File: config.mk
export PLATFORM = sky130hd
export DESIGN_NAME = pad_clamp_seq
export DESIGN_NICKNAME = d
export VERILOG_FILES = /design/src/rtl/pcs_pkg.sv /design/src/rtl/pcs_gap_timer.sv /design/src/rtl/pcs_refcount.sv /design/src/rtl/pcs_seq_fsm.sv /design/src/rtl/pad_clamp_seq.sv
export SDC_FILE = /design/constraint.sdc
export NUM_CORES = 1
export LEC_CHECK = 0
export ABC_AREA = 1
export BUFFER_PORTS_ARGS = -buffer_cell sky130_fd_sc_hd__buf_2
export CORE_UTILIZATION = 45
export DETAILED_ROUTE_END_ITERATION = 10
export PLACE_DENSITY = 0.8
export REMOVE_ABC_BUFFERS = 1
export SYNTH_ARGS = -nofsm -noshare
export SYNTH_HDL_FRONTEND = slang
export SYNTH_SLANG_ARGS = --single-unit
File: constraint.sdc
create_clock -name clk -period 1.5 [get_ports clk]
set_input_delay 0.3 -clock clk [delete_from_list [all_inputs] [get_ports clk]]
set_output_delay 0.3 -clock clk [all_outputs]
set_load 0.01 [all_outputs]
File: src/rtl/pcs_pkg.sv
package pcs_pkg;
  typedef enum logic [2:0] {
    ST_OFF, ST_UP1, ST_UP2, ST_ON, ST_DN1, ST_DN2
  } seq_st_t;

  typedef struct packed {
    logic core_pd;
    logic early;
    logic clamp;
  } iso_t;

  function automatic iso_t iso_of(seq_st_t s);
    case (s)
      ST_UP1:  return '{core_pd: 1'b1, early: 1'b1, clamp: 1'b0};
      ST_UP2:  return '{core_pd: 1'b1, early: 1'b0, clamp: 1'b0};
      ST_ON:   return '{core_pd: 1'b0, early: 1'b0, clamp: 1'b0};
      ST_DN1:  return '{core_pd: 1'b1, early: 1'b0, clamp: 1'b0};
      ST_DN2:  return '{core_pd: 1'b1, early: 1'b1, clamp: 1'b0};
      default: return '{core_pd: 1'b1, early: 1'b1, clamp: 1'b1};
    endcase
  endfunction
endpackage

File: src/rtl/pcs_gap_timer.sv
module pcs_gap_timer #(
  parameter int CLKS_PER_US = 100,
  parameter int GAP_US      = 100
) (
  input  logic clk,
  input  logic rst_n,
  input  logic run,
  input  logic restart,
  output logic expired
);
  localparam int PRE_W = (CLKS_PER_US > 1) ? $clog2(CLKS_PER_US) : 1;
  localparam int US_W  = (GAP_US > 1) ? $clog2(GAP_US) : 1;
  localparam logic [PRE_W-1:0] PRE_LAST = PRE_W'(CLKS_PER_US - 1);
  localparam logic [US_W-1:0]  US_LAST  = US_W'(GAP_US - 1);

  logic [PRE_W-1:0] pre_q;
  logic [US_W-1:0]  us_q;
  logic             tick;

  assign tick    = (pre_q == PRE_LAST);
  assign expired = run && tick && (us_q == US_LAST);

  always_ff @(posedge clk or negedge rst_n) begin
    if (!rst_n) begin
      pre_q <= '0;
      us_q  <= '0;
    end else if (restart || !run) begin
      pre_q <= '0;
      us_q  <= '0;
    end else if (tick) begin
      pre_q <= '0;
      us_q  <= us_q + 1'b1;
    end else begin
      pre_q <= pre_q + 1'b1;
    end
  end
endmodule

File: src/rtl/pcs_refcount.sv
module pcs_refcount #(
  parameter int CNT_W = 8
) (
  input  logic clk,
  input  logic rst_n,
  input  logic inc,
  input  logic dec,
  input  logic force_off,
  output logic nonzero,
  output logic unbalanced
);
  localparam logic [CNT_W-1:0] CNT_MAX = '1;

  logic [CNT_W-1:0] cnt_q;

  assign nonzero = (cnt_q != '0);

  always_ff @(posedge clk or negedge rst_n) begin
    if (!rst_n) begin
      cnt_q      <= '0;
      unbalanced <= 1'b0;
    end else begin
      unbalanced <= 1'b0;
      if (force_off) begin
        cnt_q <= '0;
      end else if (inc && !dec) begin
        if (cnt_q != CNT_MAX) cnt_q <= cnt_q + 1'b1;
      end else if (dec && !inc) begin
        if (cnt_q == '0) unbalanced <= 1'b1;
        else             cnt_q      <= cnt_q - 1'b1;
      end
    end
  end
endmodule

File: src/rtl/pcs_seq_fsm.sv
module pcs_seq_fsm
  import pcs_pkg::*;
(
  input  logic clk,
  input  logic rst_n,
  input  logic want_on,
  input  logic gap_done,
  output iso_t iso,
  output logic busy,
  output logic step
);
  seq_st_t st_q, st_d;

  always_comb begin
    st_d = st_q;
    step = 1'b0;
    case (st_q)
      ST_OFF: if (want_on)  begin st_d = ST_UP1; step = 1'b1; end
      ST_UP1: if (gap_done) begin st_d = ST_UP2; step = 1'b1; end
      ST_UP2: if (gap_done) begin st_d = ST_ON;  step = 1'b1; end
      ST_ON:  if (!want_on) begin st_d = ST_DN1; step = 1'b1; end
      ST_DN1: if (gap_done) begin st_d = ST_DN2; step = 1'b1; end
      ST_DN2: if (gap_done) begin st_d = ST_OFF; step = 1'b1; end
      default: begin st_d = ST_OFF; step = 1'b1; end
    endcase
  end

  always_ff @(posedge clk or negedge rst_n) begin
    if (!rst_n) begin
      st_q <= ST_OFF;
      iso  <= iso_of(ST_OFF);
    end else begin
      st_q <= st_d;
      iso  <= iso_of(st_d);
    end
  end

  assign busy = (st_q != ST_OFF) && (st_q != ST_ON);
endmodule

File: src/rtl/pad_clamp_seq.sv
module pad_clamp_seq
  import pcs_pkg::*;
#(
  parameter int CLKS_PER_US = 100,
  parameter int GAP_US      = 100,
  parameter int CNT_W       = 8,
  parameter int WORD_W      = 32
) (
  input  logic              clk,
  input  logic              rst_n,
  input  logic              enable_req,
  input  logic              disable_req,
  input  logic              force_off,
  input  logic [WORD_W-1:0] word_in,
  output logic              core_pd_o,
  output logic              early_clamp_o,
  output logic              clamp_o,
  output logic [WORD_W-1:0] word_out,
  output logic              busy_o,
  output logic              err_o
);
  localparam int PD_BIT    = WORD_W - 1;
  localparam int EARLY_BIT = WORD_W - 2;
  localparam int CLAMP_BIT = WORD_W - 3;

  logic want_on, gap_done, step, busy;
  iso_t iso;

  pcs_refcount #(.CNT_W(CNT_W)) u_cnt (
    .clk(clk), .rst_n(rst_n), .inc(enable_req), .dec(disable_req),
    .force_off(force_off), .nonzero(want_on), .unbalanced(err_o)
  );

  pcs_gap_timer #(.CLKS_PER_US(CLKS_PER_US), .GAP_US(GAP_US)) u_gap (
    .clk(clk), .rst_n(rst_n), .run(busy), .restart(step), .expired(gap_done)
  );

  pcs_seq_fsm u_fsm (
    .clk(clk), .rst_n(rst_n), .want_on(want_on), .gap_done(gap_done),
    .iso(iso), .busy(busy), .step(step)
  );

  assign core_pd_o     = iso.core_pd;
  assign early_clamp_o = iso.early;
  assign clamp_o       = iso.clamp;
  assign busy_o        = busy;

  always_comb begin
    word_out            = word_in;
    word_out[PD_BIT]    = iso.core_pd;
    word_out[EARLY_BIT] = iso.early;
    word_out[CLAMP_BIT] = iso.clamp;
  end
endmodule

==> metrics.txt, run 1 <==
# TYPE chip_impl_metric gauge
chip_impl_metric{name="cellPowerDensity",unit="nW/um^2"} 1410
chip_impl_metric{name="std_cell_rows",unit=""} 24
chip_impl_metric{name="power_switching",unit="mW"} 1.36
chip_impl_info{name="yosys-top-cells-area",value="sky130_fd_sc_hd__dfrtp_1, sky130_fd_sc_hd__buf_4, sky130_fd_sc_hd__nand2_1"} 1
chip_impl_metric{name="dpl.cell_count",unit=""} 319
chip_impl_metric{name="final.fill_count",unit=""} 340
chip_impl_info{name="worst_setup_path_start_kind",value="flip-flop"} 1
chip_impl_info{name="status",value="finished, violations left"} 1
chip_impl_metric{name="multiInputGateArea",unit="um^2"} 1210
chip_impl_metric{name="proportion_of_synthesized_chip_area_in_sequential_cells",unit=""} 0.359
chip_impl_info{name="synth_top_cell_by_area",value="sky130_fd_sc_hd__dfrtp_1"} 1
chip_impl_metric{name="clock_sink_count",unit=""} 29
chip_impl_metric{name="worst_skew_pair.late_latency",unit="ns"} 0.29
chip_impl_metric{name="fraction_of_layout_instances_using_a_drive_strength_above_1",unit=""} 0.453
chip_impl_info{name="slowest_stage",value="sky130_fd_sc_hd__dfrtp_1"} 1
chip_impl_metric{name="gr-total-overflow",unit=""} 0
chip_impl_metric{name="effective_utilization_at_floorplan",unit=""} 0.466
chip_impl_metric{name="final_core_utilization",unit=""} 0.599
chip_impl_info{name="worst_hold_path_type",value="in2async"} 1
chip_impl_metric{name="p_comb_frac",unit=""} 0.479
chip_impl_metric{name="n_antenna_cell",unit=""} 0
chip_impl_info{name="layout_common_cells",value="sky130_fd_sc_hd__nand2_1, sky130_fd_sc_hd__buf_4, sky130_fd_sc_hd__dfrtp_1, sky130_fd_sc_hd__nor2_1, sky130_fd_sc_hd__inv_1"} 1
chip_impl_metric{name="layout.area.seq",unit="um^2"} 732
chip_impl_metric{name="port_buffers",unit=""} 12
chip_impl_info{name="worst_r2r_startpoint",value="u_cnt.cnt_q[2]$_DFFE_PN0P_"} 1
chip_impl_info{name="tritoncts_clock_tree",value="built"} 1
chip_impl_info{name="commonest_non_fill_non_tap_cell_in_the_layout",value="sky130_fd_sc_hd__nand2_1"} 1
chip_impl_metric{name="die_w",unit="um"} 69.2
chip_impl_metric{name="pwr-share-seq",unit=""} 0.302
chip_impl_metric{name="synthCells",unit=""} 260
chip_impl_metric{name="maxSlewHeadroom",unit=""} 0.751
chip_impl_metric{name="grt_start_max_net_pins",unit=""} 30
chip_impl_metric{name="post-route-worst-setup-slack",unit="ns"} -0.0183
chip_impl_metric{name="postSynthAreaPerCell",unit="um^2"} 7.81
chip_impl_metric{name="fin_skew",unit="ns"} 0.00494
chip_impl_metric{name="tns",unit="ns"} -0.0183
chip_impl_metric{name="route.detailed.drc",unit=""} 0
chip_impl_metric{name="postRouteAntennaNets",unit=""} 0
chip_impl_metric{name="grt_pass1_vias",unit=""} 1575
chip_impl_info{name="critPathLaunch",value="u_fsm.st_q[2]$_DFF_PN0_"} 1
chip_impl_metric{name="area_delta_synth_final",unit="%"} 28.5
chip_impl_metric{name="design.core.area",unit="um^2"} 4350
chip_impl_metric{name="required",unit="ns"} 1.20
chip_impl_info{name="failed_checks",value="negative setup slack"} 1
chip_impl_metric{name="global_route.usage.total",unit=""} 0.222
chip_impl_metric{name="route.detailed.vias_per_inst",unit=""} 5.21
chip_impl_metric{name="layout_min_cycle_time",unit="ns"} 1.52
chip_impl_metric{name="syn-cell-area",unit="um^2"} 2030
chip_impl_metric{name="final-hold-violation-count",unit=""} 0
chip_impl_metric{name="p_leak",unit="nW"} 1.34
chip_impl_metric{name="htree_levels",unit=""} 2
chip_impl_metric{name="timing_max_transition_violations_final",unit=""} 0
chip_impl_metric{name="p_sw_frac",unit=""} 0.369
chip_impl_metric{name="cp.arrival",unit="ns"} 1.22
chip_impl_info{name="timing.setup.critical_path_class",value="reg2out"} 1
chip_impl_metric{name="fmaxAchievable",unit="GHz"} 0.659
chip_impl_metric{name="drt_pre_antenna_iters",unit=""} 4
chip_impl_metric{name="synth.distinct_cells",unit=""} 31
chip_impl_metric{name="worst_slew_pin_slew",unit="ns"} 0.373
chip_impl_metric{name="ys_warn_count",unit=""} 0
chip_impl_metric{name="ir_worst_vdd",unit="uV"} 703
chip_impl_metric{name="max_stage_delay",unit="ns"} 0.43
chip_impl_metric{name="cts-buffers-inserted",unit=""} 5
chip_impl_metric{name="yosys.area.top_type_share",unit=""} 0.321
chip_impl_metric{name="grt_pass1_wl",unit="um"} 7960
chip_impl_metric{name="clockBufferDepth",unit=""} 2
chip_impl_info{name="setup_repair_after_global_routing_missed_its_margin",value="true"} 1
chip_impl_metric{name="num_vias",unit=""} 1775
chip_impl_metric{name="ff2ff_path_depth",unit=""} 8
chip_impl_metric{name="grt_antenna_before_repair",unit=""} 0
chip_impl_metric{name="detail_route.iter0.violations",unit=""} 78
chip_impl_metric{name="final.period_utilization",unit=""} 1.01
chip_impl_metric{name="wl_per_cell",unit="um"} 16.4
chip_impl_metric{name="worstPathMaxFanout",unit=""} 3
chip_impl_metric{name="die_area",unit="um^2"} 4780
chip_impl_metric{name="io_pins",unit=""} 74
chip_impl_info{name="clock-root-buffer",value="sky130_fd_sc_hd__clkbuf_8"} 1
chip_impl_info{name="timing.critical_path.cells",value="inv_1, nand3_1, nand2_1, inv_2, buf_6"} 1
chip_impl_metric{name="clkSlewWorstSetupHoldPaths",unit="ns"} 0.07
chip_impl_metric{name="stdcell_area",unit="um^2"} 2610
chip_impl_metric{name="post_dp_cell_area",unit="um^2"} 2120
chip_impl_metric{name="yosys_register_bits",unit=""} 29
chip_impl_metric{name="dpl.hpwl",unit="um"} 3700
chip_impl_metric{name="routed_wl",unit="um"} 5600
chip_impl_metric{name="p_int",unit="mW"} 2.33
chip_impl_metric{name="pwr-share-clk",unit=""} 0.220
chip_impl_metric{name="floorplan.die.height",unit="um"} 69.2
chip_impl_metric{name="instances_no_fill",unit=""} 341
chip_impl_info{name="crit_path_end_kind",value="output pin"} 1
chip_impl_metric{name="final_nets",unit=""} 334
chip_impl_metric{name="routabilityCongestion",unit=""} 0.811
chip_impl_metric{name="setup_violations",unit=""} 1
chip_impl_metric{name="maxCapViolCount",unit=""} 0
[worst max-delay path: cells and delay by family, from the launching register on]
kind                   cells  cell delay (ns)
DFF                        1             0.43
and+or+nand+nor            2             0.21
buffers and inverters      3             0.29
[registers in the layout, summed over array words and instances, names as in the netlist]
register,cells
u_gap.us_q,7
u_fsm.st_q,3
u_cnt.unbalanced,1
u_fsm.iso,3
u_cnt.cnt_q,8
u_gap.pre_q,7
[cells in the mapped netlist, drive strengths merged]
master and n:
nand2 62, nor2 35, buf 32, inv 28
dfrtp 26, nand3 23, a21oi 10, nand4 9
ha 8, o21ai 5, xor2 4, dfstp 3
or2 3, a21o 2, nor3 2, nor3b 2
xnor2 2, fa 1, nor4 1, o21a 1
o31ai 1
[layout make-up]
class / instances / area share
Clock buffer: 6 / 0.0278
Inverter: 28 / 0.0403
Timing Repair Buffer: 53 / 0.149
Sequential cell: 29 / 0.281
Tap cell: 52 / 0.0249
Multi-Input combinational cell: 171 / 0.464
Clock inverter: 2 / 0.0134
[stage by stage]
step,power (mW),setup WS [ns],hold slack [ns]
floorplan,1.87,-0.242,0.00441
global placement,2.27,-0.383,0.327
detailed placement,2.32,-0.437,0.330
CTS,3.24,-0.0184,0.0141
global route,3.91,-0.0812,0.0258
finish,3.68,-0.0183,0.00476
[kinds of logic after synthesis]
| logic type | Yosys count | share of synthesized area |
|---|---|---|
| AND/OR/NAND/NOR | 137 | 0.324 |
| buffers and inverters | 60 | 0.170 |
| flip-flops | 29 | 0.359 |
| AO/OA/AOI/OAI | 19 | 0.0610 |
| adder cells (fa/ha/maj) | 9 | 0.0592 |
| XOR/XNOR | 6 | 0.0259 |
[final timing paths]
check	slack [ns]	end
setup / recovery	-0.02	busy_o
hold / removal	0.005	u_gap.pre_q[5]$_DFF_PN0_
setup reg to reg	0.03	u_cnt.cnt_q[7]$_DFFE_PN0P_
min in group clk	0.24	u_cnt.unbalanced$_DFF_PN0_
hold reg to reg	0.55	u_gap.us_q[6]$_DFFE_PN0P_
max in group asynchronous	1.18	u_fsm.iso[0]$_DFF_PN1_
[power groups by stage]
stage | Combinational, mW | Sequential, mW | Clock [mW]
2_1_floorplan | 0.782 | 1.08 | 0
3_3_place_gp | 1.18 | 1.09 | 0
3_5_place_dp | 1.22 | 1.10 | 0
4_1_cts | 1.32 | 1.10 | 0.820
5_1_grt | 1.93 | 1.13 | 0.857
6_report | 1.76 | 1.11 | 0.809
[per-layer routing]
layer | vias up | global-route usage | part of all wire
met3 | 8 | 0.142 | 0.092
li1 | 856 | - | -
met4 | 0 | 0.0816 | 0.018
met2 | 61 | 0.301 | 0.47
met5 | - | 0.0444 | 0
met1 | 850 | 0.278 | 0.42
[timing repair]
| action | in CTS | in global routing |
|---|---|---|
| hold buffers | 0 | 0 |
| pin swaps | 7 | 31 |
| setup endpoints to repair | 5 | 25 |
| buffers inserted | 3 | 11 |
| gates resized for setup | 13 | 53 |
| hold endpoints to repair | 0 | 0 |
Power figures use the tool's default switching activity.
==> run 2, diff against run 1 <==
- CORE_UTILIZATION: 45 -> 46
- PLACE_DENSITY: 0.8 -> 0.89
- SYNTH_HIERARCHICAL: default -> 1
==> run 2 against run 1 <==
  * The run still ends with negative setup slack left
  * Count of clock-buffer cells in the layout grew 1
  * Critical path depth grew 7
  * Largest power group unchanged
  * Setup slack lost 0.43 ns
  * Flip-flop and latch count is the same
  * Wire length grew 38%
  * First-iteration DRC count grew 130%
  * Critical endpoint is now u_gap/us_q[0]$_DFFE_PN0P_
  * Highest routed layer unchanged
==> metrics.txt, run 2 <==
# TYPE chip_impl_metric gauge
chip_impl_metric{name="grt_pass1_wl",unit="um"} 10800
chip_impl_metric{name="htree_levels",unit=""} 2
chip_impl_info{name="timing.critical_path.cells",value="nand2_1, o21ai_2, inv_2, nand2_2, nor3_2, nand3_1, nand4_1, nor2_4, inv_2, nor2_4, inv_4, o21ai_2"} 1
chip_impl_info{name="status",value="finished, violations left"} 1
chip_impl_metric{name="yosys.area.top_type_share",unit=""} 0.303
chip_impl_metric{name="final_nets",unit=""} 385
chip_impl_metric{name="syn-cell-area",unit="um^2"} 2150
chip_impl_metric{name="die_w",unit="um"} 70.3
chip_impl_metric{name="power_switching",unit="mW"} 1.92
chip_impl_metric{name="proportion_of_synthesized_chip_area_in_sequential_cells",unit=""} 0.340
chip_impl_metric{name="worstPathMaxFanout",unit=""} 6
chip_impl_info{name="worst_hold_path_type",value="in2async"} 1
chip_impl_metric{name="io_pins",unit=""} 74
chip_impl_metric{name="number_of_enable_type_register_cells_in_the_synthesized_netlist",unit=""} 0
chip_impl_metric{name="postRouteAntennaNets",unit=""} 0
chip_impl_metric{name="maxCapViolCount",unit=""} 0
chip_impl_metric{name="grt_antenna_before_repair",unit=""} 0
chip_impl_metric{name="port_buffers",unit=""} 12
chip_impl_info{name="clock-root-buffer",value="sky130_fd_sc_hd__clkbuf_8"} 1
chip_impl_info{name="yosys-top-cells-area",value="sky130_fd_sc_hd__dfrtp_1, sky130_fd_sc_hd__nand2_1, sky130_fd_sc_hd__buf_4"} 1
chip_impl_metric{name="wl_met2",unit="um"} 3910
chip_impl_metric{name="n_antenna_cell",unit=""} 0
chip_impl_metric{name="clkSlewWorstSetupHoldPaths",unit="ns"} 0.07
chip_impl_info{name="layout_common_cells",value="sky130_fd_sc_hd__buf_4, sky130_fd_sc_hd__nand2_1, sky130_fd_sc_hd__inv_1, sky130_fd_sc_hd__dfrtp_1, sky130_fd_sc_hd__nand2_2"} 1
chip_impl_metric{name="drt_pre_antenna_iters",unit=""} 4
chip_impl_metric{name="route.detailed.vias_per_inst",unit=""} 5.67
chip_impl_info{name="synth_top_cell_by_area",value="sky130_fd_sc_hd__dfrtp_1"} 1
chip_impl_metric{name="cts-buffers-inserted",unit=""} 5
chip_impl_metric{name="timing_max_transition_violations_final",unit=""} 0
chip_impl_metric{name="setup_violations",unit=""} 28
chip_impl_metric{name="final.period_utilization",unit=""} 1.30
chip_impl_metric{name="num_vias",unit=""} 2228
chip_impl_metric{name="stdcell_area",unit="um^2"} 2890
chip_impl_metric{name="clock_sink_count",unit=""} 29
chip_impl_metric{name="cellPowerDensity",unit="nW/um^2"} 1570
chip_impl_metric{name="final-hold-violation-count",unit=""} 0
chip_impl_info{name="netlist_top_cells_count",value="sky130_fd_sc_hd__nand2_1, sky130_fd_sc_hd__inv_1, sky130_fd_sc_hd__buf_4"} 1
chip_impl_metric{name="maxSlewHeadroom",unit=""} 0.567
chip_impl_metric{name="die_area",unit="um^2"} 4940
chip_impl_metric{name="fraction_of_layout_instances_using_a_drive_strength_above_1",unit=""} 0.510
chip_impl_metric{name="met3_length",unit="um"} 766
chip_impl_metric{name="layout_min_cycle_time",unit="ns"} 1.95
chip_impl_metric{name="synthCells",unit=""} 292
chip_impl_metric{name="std_cell_rows",unit=""} 24
chip_impl_metric{name="effective_utilization_at_floorplan",unit=""} 0.486
chip_impl_info{name="synth-main-ff-cell",value="sky130_fd_sc_hd__dfrtp_1"} 1
chip_impl_metric{name="gr-total-overflow",unit=""} 0
chip_impl_metric{name="yosys_register_bits",unit=""} 29
chip_impl_metric{name="largest_reg_flops",unit=""} 8
chip_impl_metric{name="p_comb_frac",unit=""} 0.599
chip_impl_metric{name="area_delta_synth_final",unit="%"} 34.7
chip_impl_info{name="largest-register",value="u_cnt/cnt_q"} 1
chip_impl_info{name="commonest_non_fill_non_tap_cell_in_the_layout",value="sky130_fd_sc_hd__buf_4"} 1
chip_impl_metric{name="fmaxAchievable",unit="GHz"} 0.514
chip_impl_metric{name="synth.distinct_cells",unit=""} 30
chip_impl_metric{name="p_int",unit="mW"} 2.63
chip_impl_metric{name="p_leak",unit="nW"} 1.46
chip_impl_metric{name="postSynthAreaPerCell",unit="um^2"} 7.35
chip_impl_info{name="slowest_stage",value="sky130_fd_sc_hd__dfrtp_1"} 1
chip_impl_metric{name="tns",unit="ns"} -7.44
chip_impl_metric{name="max_stage_delay",unit="ns"} 0.47
chip_impl_metric{name="design_power_total",unit="mW"} 4.55
chip_impl_metric{name="final.fill_count",unit=""} 300
chip_impl_metric{name="grt_pass1_vias",unit=""} 2215
chip_impl_metric{name="routed_wl",unit="um"} 7730
chip_impl_metric{name="post-route-worst-setup-slack",unit="ns"} -0.447
chip_impl_info{name="worst_setup_path_start_kind",value="flip-flop"} 1
chip_impl_metric{name="fin_skew",unit="ns"} 0.00642
chip_impl_metric{name="dpl.hpwl",unit="um"} 4270
chip_impl_metric{name="worst_slew_pin_slew",unit="ns"} 0.649
chip_impl_metric{name="floorplan.die.height",unit="um"} 70.3
chip_impl_metric{name="global_route.usage.total",unit=""} 0.285
chip_impl_metric{name="routabilityCongestion",unit=""} 0.870
chip_impl_metric{name="required",unit="ns"} 1.72
chip_impl_info{name="timing.setup.critical_path_class",value="reg2reg"} 1
chip_impl_metric{name="design.core.area",unit="um^2"} 4410
chip_impl_metric{name="wl_per_cell",unit="um"} 19.7
chip_impl_metric{name="ys_warn_count",unit=""} 6
chip_impl_metric{name="wire_length_on_met1",unit="um"} 2800
chip_impl_info{name="crit_path_end_kind",value="flip-flop"} 1
chip_impl_info{name="highest-signal-layer",value="met4"} 1
chip_impl_metric{name="p_sw_frac",unit=""} 0.422
chip_impl_info{name="yosysMostFrequentCell",value="sky130_fd_sc_hd__nand2_1"} 1
chip_impl_metric{name="ir_worst_vdd",unit="uV"} 848
chip_impl_metric{name="clockBufferDepth",unit=""} 2
chip_impl_info{name="tritoncts_clock_tree",value="built"} 1
chip_impl_metric{name="worst_skew_pair.late_latency",unit="ns"} 0.29
chip_impl_metric{name="pwr-share-clk",unit=""} 0.163
chip_impl_metric{name="route.detailed.drc",unit=""} 0
chip_impl_metric{name="pwr-share-seq",unit=""} 0.239
chip_impl_metric{name="cp.arrival",unit="ns"} 2.17
chip_impl_metric{name="detail_route.iter0.violations",unit=""} 176
chip_impl_metric{name="post_dp_cell_area",unit="um^2"} 2380
chip_impl_metric{name="grt_start_max_net_pins",unit=""} 30
chip_impl_metric{name="async_reset_ff_frac",unit=""} 1.00
chip_impl_info{name="setup_repair_after_global_routing_missed_its_margin",value="true"} 1
chip_impl_info{name="failed_checks",value="negative setup slack"} 1
chip_impl_info{name="layout_top_registers",value="u_cnt/cnt_q (8), u_gap/pre_q (7), u_gap/us_q (7)"} 1
==> run 2: cell count changes after synthesis, sizes merged, moves of 3 or more <==
cell	before	now
buf	32	35
o21ai	5	12
nand3	23	28
inv	28	42
nand2	62	73
or2	3	0
a21oi	10	5
==> run 2: worst max-delay path, delay by kind of cell (launching register included) <==
| kind | cells | cell delay, ns |
|---|---|---|
| AOI/OAI and AO/OA | 2 | 0.30 |
| buffers and inverters | 3 | 0.20 |
| DFF | 1 | 0.47 |
| and+or+nand+nor | 7 | 0.89 |
==> run 2: cells by family (layout without fill, tap and decap cells) <==
kind of cell / count (synthesis) / after routing / share of synthesized area
AND/OR/NAND/NOR: 153 / 153 / 0.330
buffers and inverters: 77 / 126 / 0.199
flip-flops: 29 / 29 / 0.340
AO/OA/AOI/OAI: 21 / 21 / 0.0682
adder cells (fa/ha/maj): 8 / 8 / 0.0466
XOR/XNOR: 4 / 4 / 0.0163
==> run 2: timing repair <==
| item | in CTS | in global routing |
|---|---|---|
| hold buffers | 0 | 0 |
| resized for setup | 36 | 50 |
| setup buffers | 6 | 8 |
| endpoints found under the setup margin | 25 | 29 |
| pin swaps | 28 | 34 |
==> run 2: path summary, 6_finish.rpt <==
path,cells after the start,end,slack (ns),startpoint
worst max-delay path,12,u_gap/us_q[0]$_DFFE_PN0P_,-0.45,u_fsm/st_q[0]$_DFF_PN0_
worst min-delay path,1,u_cnt/cnt_q[3]$_DFFE_PN0P_,0.03,rst_n
worst max register to register,12,u_gap/us_q[0]$_DFFE_PN0P_,-0.45,u_fsm/st_q[0]$_DFF_PN0_
worst min register to register,2,u_gap/us_q[6]$_DFFE_PN0P_,0.56,u_gap/us_q[6]$_DFFE_PN0P_
max in group asynchronous,1,u_fsm/st_q[2]$_DFF_PN0_,1.01,rst_n
min in group clk,2,u_cnt/unbalanced$_DFF_PN0_,0.28,force_off
==> run 2: power groups by stage <==
stage	clock network, mW	logic, mW	registers [mW]
floorplan	0	1.06	1.13
global placement	0	1.84	1.06
detailed placement	0	1.94	1.07
CTS	0.715	2.25	1.07
global route	0.765	2.90	1.10
finish	0.741	2.73	1.09
==> run 2: final cells by class <==
cell class	count	area [um^2]	share of cell area
Sequential cell	29	731	0.253
Tap cell	52	65.1	0.0225
Clock inverter	1	5.00	0.00173
Inverter	42	165	0.0571
Timing Repair Buffer	76	584	0.202
Clock buffer	7	96.3	0.0333
Multi-Input combinational cell	186	1250	0.431
==> run 2: metal layers <==
metal	vias up	track usage
met5	-	0.0444
met2	145	0.487
met3	30	0.130
met1	1069	0.316
met4	0	0.0756
li1	984	-
==> run 2: per-stage QoR <==
stage	utilization	hold WS, ns	instances	setup slack [ns]
finish	0.655	0.0319	393	-0.447
CTS	0.607	0.0618	386	-0.310
floorplan	-	0.00441	257	-0.311
global placement	0.540	0.355	372	-0.184
detailed placement	0.540	0.356	372	-0.295
global route	0.655	0.0909	393	-0.576
